[config.mk]
export PLATFORM = sky130hd
export DESIGN_NAME = mac40_unit
export DESIGN_NICKNAME = d
export VERILOG_FILES = /design/src/rtl/mac40_pkg.sv /design/src/rtl/mac40_mult.sv /design/src/rtl/mac40_regfile.sv /design/src/rtl/mac40_accum.sv /design/src/rtl/mac40_unit.sv
export SDC_FILE = /design/constraint.sdc
export NUM_CORES = 2
export LEC_CHECK = 0
export BUFFER_PORTS_ARGS = -buffer_cell sky130_fd_sc_hd__buf_2
export CAP_MARGIN = 0
export CORE_UTILIZATION = 47
export DETAILED_ROUTE_END_ITERATION = 6
export PLACE_DENSITY_LB_ADDON = 0.05
export SLEW_MARGIN = 15
export SYNTH_ARGS = -nofsm -noshare
export SYNTH_HDL_FRONTEND = slang
export SYNTH_SLANG_ARGS = --single-unit
[constraint.sdc]
create_clock -name clk -period 8.97 [get_ports clk]
set_input_delay 0.4485 -clock clk [delete_from_list [all_inputs] [get_ports clk]]
set_output_delay 0.4485 -clock clk [all_outputs]
set_load 0.01 [all_outputs]
[src/rtl/mac40_pkg.sv]
package mac40_pkg;
  localparam int OP_W    = 16;
  localparam int GUARD_W = 8;
  localparam int ACC_W   = 2 * OP_W + GUARD_W;
  localparam int NUM_ACC = 16;

  typedef struct packed {
    logic a_signed;
    logic b_signed;
    logic frac;
  } mul_mode_t;
endpackage

[src/rtl/mac40_mult.sv]
module mac40_mult
  import mac40_pkg::*;
#(
  parameter int OPW  = OP_W,
  parameter int ACCW = ACC_W
) (
  input  logic            clk,
  input  logic            rst,
  input  logic [OPW-1:0]  op_a,
  input  logic [OPW-1:0]  op_b,
  input  mul_mode_t       mode,
  output logic [ACCW-1:0] prod_ext
);
  localparam int XW = OPW + 1;
  localparam int PW = 2 * XW;

  logic signed [XW-1:0] a_x, b_x;
  logic signed [PW-1:0] full;
  logic [ACCW-1:0]      aligned;
  logic                 shift_en;

  always_comb begin
    a_x      = $signed({mode.a_signed & op_a[OPW-1], op_a});
    b_x      = $signed({mode.b_signed & op_b[OPW-1], op_b});
    full     = a_x * b_x;
    aligned  = {{(ACCW-PW){full[PW-1]}}, full};
    shift_en = mode.frac & mode.a_signed & mode.b_signed;
  end

  generate
    if (ACCW > PW) begin : g_shift
      assign prod_ext = shift_en ? {aligned[ACCW-2:0], 1'b0} : aligned;
    end else begin : g_noshift
      assign prod_ext = aligned;
    end
  endgenerate


  unsigned_guard_chk: assert property (@(posedge clk) disable iff (rst)
    (!mode.a_signed && !mode.b_signed) |-> (prod_ext[ACCW-1:2*OPW] == '0));


  frac_lsb_chk: assert property (@(posedge clk) disable iff (rst)
    (mode.frac && mode.a_signed && mode.b_signed) |-> (prod_ext[0] == 1'b0));
endmodule

[src/rtl/mac40_regfile.sv]
module mac40_regfile
  import mac40_pkg::*;
#(
  parameter int W = ACC_W,
  parameter int N = NUM_ACC,
  localparam int AW = $clog2(N)
) (
  input  logic          clk,
  input  logic          we,
  input  logic [AW-1:0] addr,
  input  logic [W-1:0]  wdata,
  output logic [W-1:0]  rdata
);
  logic [W-1:0] mem [N];

  always_ff @(posedge clk) begin
    if (we) mem[addr] <= wdata;
  end

  assign rdata = mem[addr];
endmodule

[src/rtl/mac40_accum.sv]
module mac40_accum
  import mac40_pkg::*;
#(
  parameter int W   = ACC_W,
  parameter int OPW = OP_W
) (
  input  logic         clear,
  input  logic [W-1:0] acc_old,
  input  logic [W-1:0] prod,
  output logic [W-1:0] acc_new,
  output logic         guard_live
);
  logic [W-1:0]           base;
  logic [W-2*OPW:0]       top_bits;

  always_comb begin
    base       = clear ? '0 : acc_old;
    acc_new    = base + prod;
    top_bits   = acc_new[W-1:2*OPW-1];
    guard_live = !((top_bits == '0) || (top_bits == '1));
  end
endmodule

[src/rtl/mac40_unit.sv]
module mac40_unit
  import mac40_pkg::*;
#(
  parameter int OPW  = OP_W,
  parameter int GW   = GUARD_W,
  parameter int NACC = NUM_ACC,
  localparam int ACCW = 2 * OPW + GW,
  localparam int SELW = $clog2(NACC)
) (
  input  logic            clk,
  input  logic            rst,
  input  logic            in_valid,
  input  logic [OPW-1:0]  op_a,
  input  logic [OPW-1:0]  op_b,
  input  logic            a_signed,
  input  logic            b_signed,
  input  logic            frac_mode,
  input  logic [SELW-1:0] acc_sel,
  input  logic            clear_sel,
  output logic [ACCW-1:0] result,
  output logic            ext_used,
  output logic            out_valid
);
  mul_mode_t       mode;
  logic [ACCW-1:0] prod_ext, acc_old, acc_new;
  logic            guard_live;

  assign mode = '{a_signed: a_signed, b_signed: b_signed, frac: frac_mode};

  mac40_mult #(.OPW(OPW), .ACCW(ACCW)) u_mult (
    .clk(clk), .rst(rst), .op_a(op_a), .op_b(op_b),
    .mode(mode), .prod_ext(prod_ext)
  );

  mac40_regfile #(.W(ACCW), .N(NACC)) u_rf (
    .clk(clk), .we(in_valid), .addr(acc_sel),
    .wdata(acc_new), .rdata(acc_old)
  );

  mac40_accum #(.W(ACCW), .OPW(OPW)) u_acc (
    .clear(clear_sel), .acc_old(acc_old), .prod(prod_ext),
    .acc_new(acc_new), .guard_live(guard_live)
  );

  always_ff @(posedge clk) begin
    if (rst) begin
      result    <= '0;
      ext_used  <= 1'b0;
      out_valid <= 1'b0;
    end else begin
      out_valid <= in_valid;
      if (in_valid) begin
        result   <= acc_new;
        ext_used <= guard_live;
      end
    end
  end


  out_valid_chk: assert property (@(posedge clk) disable iff (rst)
    in_valid |=> out_valid);


  idle_hold_chk: assert property (@(posedge clk) disable iff (rst)
    !in_valid |=> ($stable(result) && $stable(ext_used) && !out_valid));


  clear_zero_chk: assert property (@(posedge clk) disable iff (rst)
    (in_valid && clear_sel && op_a == '0) |=> (result == '0 && !ext_used));
endmodule

==> metrics.md <==
| Metric | Value |
|---|---|
| Num ports | 85 |
| Die Y | 290 um |
| Post-synth ARST share | 0 |
| Mux share of post-synthesis cell area | 0.129 |
| GR Overflow Total | 0 |
| Slowest-stage cell, CP | fa_1 |
| Most frequent cell after synthesis | edfxtp_1 |
| Initial core utilization | 0.474 |
| Distinct cells, synth | 62 |
| Critical-path maximum fanout | 18 |
| Final min period | 8.56 ns |
| Syn avg cell area | 14.8 um2 |
| Hpwl dp | 63.4 mm |
| CTS tree | built |
| Drt drc | 0 |
| Dominant cells by area after synthesis | edfxtp_1, fa_1, mux4_2 |
| Port Buffers | 84 |
| Multi-input gate area | 0.0175 mm2 |
| Setup violators final | 0 |
| Reg-to-reg slack, setup | 3.40 ns |
| Largest family of logic cells by synthesized area | adder cells |
| CTS max path bufs | 3 |
| Kind of critical path | input pin to flip-flop |
| Critical Path Max Stage Delay | 0.53 ns |
| Vias per cell | 5.55 |
| Layout Nets | 3337 |
| Routed len/inst | 23.5 um |
| N_diodes | 0 |
| Final Hold Vio Count | 0 |
| DRT antenna net count | 0 |
| CP Data Arrival Time | 9.02 ns |
| Htree depth | 3 |
| Most instantiated cells after synthesis | edfxtp_1, inv_1, fa_1 |
| Startpoint Class | input pin |
| Syn-to-layout area delta | 13.5% |
| Worst min path class | input pin to flip-flop |
| Largest net degree at the start of global routing | 99 |
| Post-synth net total | 3093 |
| Max-slew violations | 0 |
| Most used cell, CP | fa_1 |
| Clock Tree Root | clkbuf_16 |
| Placer Congestion | 0.843 |
| RSZ-0062 raised after global routing | false |
| Initial antenna violation count | 3 |
| Clock Skews | 0.0227 ns |
| # rows | 105 |
| Tcrit/Tclk final | 0.954 |
| CORE AREA | 0.0821 mm2 |
| Synth area leader | edfxtp_1 |
| Full die area | 0.0840 mm2 |
| Fill count | 6856 |
| Global-route wire length before repair | 148 mm |
| DR iter-0 viols | 1327 |
| Hold buffer count at CTS | 0 |
| Worst Path Required | 9.43 ns |
| CP endpoint kind | flip-flop |
| XOR/XNOR Fraction of Synth Area | 0.0177 |
| Compound-Gate Fraction of Synth Area | 0.0335 |
| Die Wd | 290 um |
| Number of flops mapped to enable cells by yosys | 640 |
| Run status | completed |
| Most used DFF post-synth | edfxtp_1 |
| FF/Latch Area | 0.0201 mm2 |
| Total track usage | 0.234 |
| Fin Setup TNS | 0 ns |
| Synth Warn # | 0 |
| Total Routed Length | 93.9 mm |
| Yosys reg bits | 682 |
| Worst Tran Pin Value | 1.04 ns |
| Max-slew headroom | 0.302 |
| Skew-Pair Late Insertion Delay | 0.60 ns |
| Number of global-route vias before repair | 24300 |
| CTS sink cnt | 682 |
| Post-Syn Area | 0.0390 mm2 |
| Via count | 22100 |
| Post-synth top area share | 0.493 |
| Number of buffers created by CTS | 66 |
| Clock slew at reported path FFs | 0.06 ns |
| Achievable Freq | 117 MHz |
| Post-Synth Adder-Cell Area | 0.192 |
| Layout cells sized above 1 | 0.222 |
| Sequential share of the synthesized area | 0.515 |
| DRT Pass-1 Iters | 5 |
| Syn Inst Count | 2629 |
| Simple-Gate Fraction of Synth Area | 0.0698 |
| Max-cap violations | 0 |
-- cells in the final DEF (no fill, tap or decap), types with 5 or more instances in the layout --
cell | Yosys | routed
nor2_1 | 92 | 78
mux4_2 | 200 | 200
o21a_1 | 11 | 11
xor2_1 | 20 | 16
inv_1 | 339 | 339
nand3_1 | 6 | 6
clkinv_2 | 0 | 11
a21o_1 | 28 | 28
clkbuf_1 | 82 | 15
nor3_1 | 18 | 13
xnor2_2 | 1 | 13
buf_4 | 0 | 197
nor2b_1 | 44 | 44
ha_1 | 124 | 124
buf_2 | 0 | 80
clkinv_1 | 0 | 7
o21bai_1 | 8 | 8
edfxtp_1 | 640 | 640
a211oi_1 | 8 | 7
clkbuf_16 | 0 | 67
nor2_4 | 0 | 12
fa_1 | 297 | 297
nand4_1 | 10 | 10
mux2i_1 | 43 | 43
and2_1 | 129 | 129
and3_1 | 12 | 12
mux2_2 | 7 | 7
nand2_1 | 212 | 212
xnor2_1 | 54 | 42
dfxtp_1 | 42 | 42
or2_2 | 7 | 7
o21ai_0 | 34 | 34
a31oi_1 | 5 | 5
a21oi_1 | 71 | 71
nand2b_1 | 8 | 8
-- layout make-up --
| type | instances | area share |
|---|---|---|
| Clock buffer | 86 | 0.0404 |
| Clock inverter | 30 | 0.00645 |
| Inverter | 339 | 0.0288 |
| Multi-Input combinational cell | 1500 | 0.396 |
| Sequential cell | 682 | 0.454 |
| Tap cell | 1070 | 0.0303 |
| Timing Repair Buffer | 284 | 0.0450 |
-- worst max-delay path: cells and delay by family --
family,cells,cell delay [ns]
AOI/OAI and AO/OA,9,1.77
xor gates and xnor gates,2,0.68
adders and majority gates,8,3.55
buffers and inverters,9,1.04
muxes,2,0.39
and+or+nand+nor,5,1.10
-- sequential cells by signal (all words and copies together), names as in the netlist --
register / count
out_valid: 1
u_rf.mem: 640
ext_used: 1
result: 40
-- final timing paths --
path,from,depth (start not counted),to
min,in_valid,3,result[25]
max reg2reg,u_rf.mem[3][0],17,u_rf.mem[6][28]
max,op_a[15],35,result[39]
min reg2reg,result[25],2,result[25]
-- cells by family (layout without fill, tap and decap cells) --
kind of cell | Yosys count | count (layout)
flip-flops | 682 | 682
AND/OR/NAND/NOR | 555 | 555
buffers and inverters | 447 | 739
adder cells (fa/ha/maj) | 421 | 421
multiplexers | 250 | 250
AO/OA/AOI/OAI | 198 | 198
XOR/XNOR | 76 | 76
-- metrics by stage --
step                      instance area [um2]  setup WS [ns]  instances  hold WS [ns]  utilization
after floorplan                         39000         0.0287       2629         0.505            -
after global placement                  42000         -0.186       3874         0.470        0.512
after detailed placement                42000         -0.255       3874         0.474        0.512
after CTS                               44100          0.336       3990         0.334        0.537
after global routing                    44200        0.00742       3991         0.355        0.539
final                                   44200          0.411       3991         0.373        0.539
-- per-layer routing --
layer | GRT usage | vias to the layer above | wire length, um
met5 | 0 | - | 13
li1 | - | 9778 | -
met3 | 0.0277 | 127 | 4210
met1 | 0.323 | 11700 | 40600
met4 | 0.0612 | 2 | 1980
met2 | 0.395 | 580 | 47100
-- timing repair --
action	4_1_cts	5_1_grt
buffers inserted	0	1
endpoints found under the setup margin	0	18
gates resized for setup	0	10
Power is left out: the tool's default activity adds up to more than one toggle a clock period on the data nets, which glitch-free logic cannot reach.
